[config.mk]
export PLATFORM = sky130hd
export DESIGN_NAME = tim_emerg_mon
export DESIGN_NICKNAME = d
export VERILOG_FILES = /design/src/rtl/temon_pkg.sv /design/src/rtl/temon_excess_count.sv /design/src/rtl/temon_mean_acc.sv /design/src/rtl/temon_lin_pred.sv /design/src/rtl/tim_emerg_mon.sv
export SDC_FILE = /design/constraint.sdc
export NUM_CORES = 1
export LEC_CHECK = 0
export ABC_CLOCK_PERIOD_IN_PS = 8900
export BUFFER_PORTS_ARGS = -buffer_cell sky130_fd_sc_hd__buf_2
export CAP_MARGIN = 20
export CORE_ASPECT_RATIO = 0.6
export CORE_MARGIN = 3
export CORE_UTILIZATION = 45
export CTS_CLUSTER_SIZE = 20
export DETAILED_ROUTE_END_ITERATION = 16
export GPL_ROUTABILITY_DRIVEN = 1
export PLACE_DENSITY = 0.65
export SETUP_SLACK_MARGIN = 0.3
export SYNTH_ARGS = -nofsm -noshare
export SYNTH_HDL_FRONTEND = slang
export SYNTH_SLANG_ARGS = --single-unit
[constraint.sdc]
create_clock -name clk -period 8.9 [get_ports clk]
set_input_delay 1.78 -clock clk [delete_from_list [all_inputs] [get_ports clk]]
set_output_delay 1.78 -clock clk [all_outputs]
set_load 0.01 [all_outputs]
[src/rtl/temon_pkg.sv]
package temon_pkg;
   typedef enum logic [0:0] {
      PRED_HOLD   = 1'b0,
      PRED_LINEAR = 1'b1
   } pred_mode_e;
endpackage

[src/rtl/temon_excess_count.sv]
module temon_excess_count #(
   parameter int DW = 8,
   parameter int CW = 16
) (
   input  logic          clk,
   input  logic          rst_n,
   input  logic          clr,
   input  logic          smp_vld,
   input  logic [DW-1:0] smp_code,
   input  logic [DW-1:0] thr_code,
   output logic [CW-1:0] cnt_nxt
);
   logic [CW-1:0] cnt_q;
   logic          hit;
   logic          full;

   assign hit  = smp_vld && (smp_code > thr_code);
   assign full = &cnt_q;

   always_comb begin
      cnt_nxt = cnt_q;
      if (hit && !full)
         cnt_nxt = cnt_q + 1'b1;
   end

   always_ff @(posedge clk) begin
      if (!rst_n)   cnt_q <= '0;
      else if (clr) cnt_q <= '0;
      else          cnt_q <= cnt_nxt;
   end
endmodule

[src/rtl/temon_mean_acc.sv]
module temon_mean_acc #(
   parameter int DW     = 8,
   parameter int LOG2_N = 4
) (
   input  logic          clk,
   input  logic          rst_n,
   input  logic          clr,
   input  logic          smp_vld,
   input  logic [DW-1:0] smp_code,
   output logic [DW-1:0] mean_nxt
);
   localparam int AW = DW + LOG2_N;

   logic [AW-1:0] sum_q;
   logic [AW-1:0] sum_nxt;
   logic [AW:0]   sum_ext;

   assign sum_ext = {1'b0, sum_q} + {{(LOG2_N + 1){1'b0}}, smp_code};

   always_comb begin
      sum_nxt = sum_q;
      if (smp_vld)
         sum_nxt = sum_ext[AW] ? {AW{1'b1}} : sum_ext[AW-1:0];
   end

   assign mean_nxt = sum_nxt[AW-1:LOG2_N];

   always_ff @(posedge clk) begin
      if (!rst_n)   sum_q <= '0;
      else if (clr) sum_q <= '0;
      else          sum_q <= sum_nxt;
   end
endmodule

[src/rtl/temon_lin_pred.sv]
module temon_lin_pred
   import temon_pkg::*;
#(
   parameter int         W    = 8,
   parameter pred_mode_e MODE = PRED_LINEAR
) (
   input  logic [W-1:0] cur,
   input  logic [W-1:0] prev,
   output logic [W-1:0] pred
);
   generate
      if (MODE == PRED_LINEAR) begin : g_linear
         logic [W+1:0] twice;
         logic [W+1:0] diff;
         assign twice = {1'b0, cur, 1'b0};
         assign diff  = twice - {2'b00, prev};
         always_comb begin
            if (diff[W+1])   pred = '0;
            else if (diff[W]) pred = {W{1'b1}};
            else              pred = diff[W-1:0];
         end
      end else begin : g_hold
         assign pred = cur;
      end
   endgenerate
endmodule

[src/rtl/tim_emerg_mon.sv]
module tim_emerg_mon
   import temon_pkg::*;
#(
   parameter int         DW        = 8,
   parameter int         CW        = 16,
   parameter int         LOG2_N    = 4,
   parameter pred_mode_e PRED_MODE = PRED_LINEAR
) (
   input  logic          clk,
   input  logic          rst_n,
   input  logic          smp_vld,
   input  logic [DW-1:0] smp_code,
   input  logic [DW-1:0] thr_code,
   input  logic          win_end,
   output logic [CW-1:0] emerg_level,
   output logic [DW-1:0] pt_mean,
   output logic [CW-1:0] emerg_pred,
   output logic [DW-1:0] pt_pred,
   output logic          win_done
);
   generate
      if (DW < 1 || DW > 24) begin : g_bad_dw
         $error("tim_emerg_mon: DW out of range");
      end
      if (CW < 1 || CW > 32) begin : g_bad_cw
         $error("tim_emerg_mon: CW out of range");
      end
      if (LOG2_N < 0 || LOG2_N > 24) begin : g_bad_n
         $error("tim_emerg_mon: LOG2_N out of range");
      end
   endgenerate

   logic [CW-1:0] cnt_nxt;
   logic [DW-1:0] mean_nxt;
   logic [CW-1:0] lvl_fc;
   logic [DW-1:0] mean_fc;

   temon_excess_count #(.DW(DW), .CW(CW)) u_cnt (
      .clk      (clk),
      .rst_n    (rst_n),
      .clr      (win_end),
      .smp_vld  (smp_vld),
      .smp_code (smp_code),
      .thr_code (thr_code),
      .cnt_nxt  (cnt_nxt)
   );

   temon_mean_acc #(.DW(DW), .LOG2_N(LOG2_N)) u_acc (
      .clk      (clk),
      .rst_n    (rst_n),
      .clr      (win_end),
      .smp_vld  (smp_vld),
      .smp_code (smp_code),
      .mean_nxt (mean_nxt)
   );

   // Published values double as the previous-window history.
   temon_lin_pred #(.W(CW), .MODE(PRED_MODE)) u_pred_lvl (
      .cur  (cnt_nxt),
      .prev (emerg_level),
      .pred (lvl_fc)
   );

   temon_lin_pred #(.W(DW), .MODE(PRED_MODE)) u_pred_mean (
      .cur  (mean_nxt),
      .prev (pt_mean),
      .pred (mean_fc)
   );

   always_ff @(posedge clk) begin
      if (!rst_n) begin
         emerg_level <= '0;
         pt_mean     <= '0;
         emerg_pred  <= '0;
         pt_pred     <= '0;
         win_done    <= 1'b0;
      end else begin
         win_done <= win_end;
         if (win_end) begin
            emerg_level <= cnt_nxt;
            pt_mean     <= mean_nxt;
            emerg_pred  <= lvl_fc;
            pt_pred     <= mean_fc;
         end
      end
   end
endmodule

==> out/metrics.csv <==
metric,value,unit
status,"complete, no violations",
postSynth.asyncResetShare,0,
overall_die_height,84.6,um
die_area,11600,sq um
hold_buf_count_cts,0,
detailedRoute.firstIterationViolations,304,
static_leakage,2.55,nW
drive_gt1_frac,0.166,
netlist_area,4630,sq um
antenna_violations_before_repair,0,
routabilityCongestion,0.883,
cts_max_level,3,
postSynthAreaPerCell,8.05,sq um
cap_viol_max_count,0,
holdCritPathClass,reg -> reg,
worst_r2r_path_depth,16,
syn_to_final_growth,16.1,%
vias,4038,
grt_setup_unrepaired,no,
cts_made_buffers,9,
regToRegStartpoint,u_cnt.cnt_q[3],
nets,701,
routed_wire_length_per_instance,14.7,um
layout.cell_area.non_filler,5370,sq um
startpoint,smp_code[7],
switching_power,256,uW
syn_nets,637,
element_type_at_the_critical_path_end,register,
p_sw_frac,0.278,
final_hold_viol_count,0,
final-setup-viol-count,0,
timing.slew.headroom,0.341,
gr-usage-all-layers,0.198,
grt_max_degree,41,
later_pin_clock_latency_in_the_skew_report,340,ps
worst_ep_arrival_time,6080,ps
ys_seq_elements,77,
worstMarginPinSlew,989,ps
global_route.overflow_total,0,
share_of_total_power_in_sequential_cells,0.405,
cts_repair_resize_count,0,
worst-path-max-fanout,16,
ctsRootBufferMaster,sky130_fd_sc_hd__clkbuf_16,
die_w,137,um
number_of_unique_standard_cell_types_used_by_synthesis,63,
hold_depth,2,
crit_required,9180,ps
dpl.hpwl,8730,um
tritoncts,yes,
rrSetupSlack,4410,ps
design.core.area,9590,sq um
hold-path-endpoint,emerg_pred[7],
setup_total_negative_slack,0,ps
clock_skew,8.32,ps
post-route-drc-count,0,
timing.final.crit_share,0.652,
synthCells,575,
postRouteAntennaNets,0,
wl,11300,um
place_area,5040,sq um
power.internal,664,uW
sequential_to_total_area_share_from_yosys_stat,0.333,
post_cts.repair.setup_buffers,0,
period_needed,5800,ps
first_global_vias,3671,
fin_cells,773,
clock.fmax,0.172,GHz
hold_path_startpoint,emerg_pred[7],
grt_first_pass_wirelength,18300,um
vdd_drop_max,0.0976,mV
power.density,171,nW/um^2
cts_sink_count,77,
slew_viol_final,0,
power.combinational.fraction,0.188,
io_buffer_count,68,
clock_share_of_power,0.406,
final_common_cell,sky130_fd_sc_hd__dfxtp_1,
route.detailed.vias_per_inst,5.22,
clkTransAtPathRegs,60,ps
core.rowCount,27,
count_of_placed_standard_cells_including_taps,757,
crit_path_start_kind,input pin,
yosysWarningCount,0,
antenna_cells_inserted,0,
ys_dominant_reg_cell,sky130_fd_sc_hd__dfxtp_1,
floorplan.initialDensity,0.483,
critical_path.reg2reg.endpoint,emerg_pred[11],
mostFrequentLayoutCells,"sky130_fd_sc_hd__dfxtp_1 (77), sky130_fd_sc_hd__nor2_1 (71), sky130_fd_sc_hd__buf_2 (68), sky130_fd_sc_hd__inv_1 (64), sky130_fd_sc_hd__nand2_1 (49)",
setup.worst_path.class,in -> reg,
number_of_enable_type_register_cells_in_the_synthesized_netlist,0,
detail_route.first_pass.iterations,5,
cts-root-to-sink-buffers,2,
top_level_ports,69,
## flip-flops by register name (all words and copies together) (netlist names)
signal       cells
emerg_level     16
emerg_pred      16
pt_mean          8
pt_pred          8
u_acc.sum_q     12
u_cnt.cnt_q     16
win_done         1
## critical path, stage by stage
cell,delay (ps)
sky130_fd_sc_hd__buf_2,120
sky130_fd_sc_hd__ha_1,310
sky130_fd_sc_hd__nand4_1,130
sky130_fd_sc_hd__or3b_1,370
sky130_fd_sc_hd__a21o_1,190
sky130_fd_sc_hd__nand2_1,130
sky130_fd_sc_hd__nand3_1,240
sky130_fd_sc_hd__xnor2_1,340
sky130_fd_sc_hd__inv_1,100
sky130_fd_sc_hd__ha_1,390
sky130_fd_sc_hd__o21ai_0,100
sky130_fd_sc_hd__a21oi_1,290
sky130_fd_sc_hd__o311ai_2,190
sky130_fd_sc_hd__o31a_1,360
sky130_fd_sc_hd__a31oi_4,190
sky130_fd_sc_hd__xor2_2,570
sky130_fd_sc_hd__a2111oi_0,160
sky130_fd_sc_hd__o21ai_1,140
## how the worst max path moves through the flow
| stage | endpoint | depth (start not counted) |
|---|---|---|
| floorplan | pt_pred[5] | 18 |
| global placement | emerg_pred[11] | 19 |
| detailed placement | emerg_pred[11] | 18 |
| CTS | emerg_pred[11] | 18 |
| global route | emerg_pred[11] | 19 |
| finish | emerg_pred[11] | 18 |
## through the flow
stage                     hold slack (ps)  power (mW)  worst slack, ps  utilization
final                                 443       0.920             3100        0.560
after global routing                  470       0.966             2710        0.560
after CTS                             445       0.924             3140        0.557
after detailed placement              437       0.550             2780        0.526
after global placement                432       0.547             2820        0.526
after floorplan                       471       0.504             3550            -
## power groups by stage
stage	clock, mW	sequential (mW)	combinational [mW]
2_1_floorplan	0	0.386	0.118
3_3_place_gp	0	0.380	0.167
3_5_place_dp	0	0.380	0.170
4_1_cts	0.381	0.373	0.170
5_1_grt	0.397	0.375	0.193
6_report	0.374	0.373	0.173
## per-layer routing
metal	routed length (um)	global-route usage
met5	0	0
met1	6140	0.313
met2	4240	0.261
met3	849	0.0533
met4	107	0.0480
## cell families (layout without fill, tap and decap cells)
| logic type | count (synthesis) | after routing | synth area share |
|---|---|---|---|
| muxes | 10 | 10 | 0.0219 |
| DFF | 77 | 77 | 0.333 |
| buffers and inverters | 81 | 149 | 0.0730 |
| and+or+nand+nor | 186 | 186 | 0.186 |
| xor gates and xnor gates | 33 | 33 | 0.0641 |
| adders and majority gates | 42 | 42 | 0.118 |
| AOI/OAI and AO/OA | 146 | 146 | 0.203 |
## area by class of cell
cell class,count,area [sq um]
fill,890,4220
multi-input combinational,417,2750
sequential,77,1540
timing repair buffer,70,375
clock buffer,11,253
inverter,64,240
tap,130,163
clock inverter,4,47.5
## synth_stat cells (10+ instances only)
cell,number,area share
sky130_fd_sc_hd__a21oi_1,33,0.036
sky130_fd_sc_hd__clkbuf_1,11,0.0089
sky130_fd_sc_hd__dfxtp_1,77,0.33
sky130_fd_sc_hd__ha_1,39,0.11
sky130_fd_sc_hd__inv_1,64,0.052
sky130_fd_sc_hd__nand2_1,49,0.040
sky130_fd_sc_hd__nand3_1,10,0.011
sky130_fd_sc_hd__nor2_1,72,0.058
sky130_fd_sc_hd__nor3_1,11,0.012
sky130_fd_sc_hd__o21ai_0,32,0.035
sky130_fd_sc_hd__o21ai_1,12,0.013
sky130_fd_sc_hd__xnor2_1,22,0.042
sky130_fd_sc_hd__xor2_1,10,0.019
(Power assumes the default switching activity.)
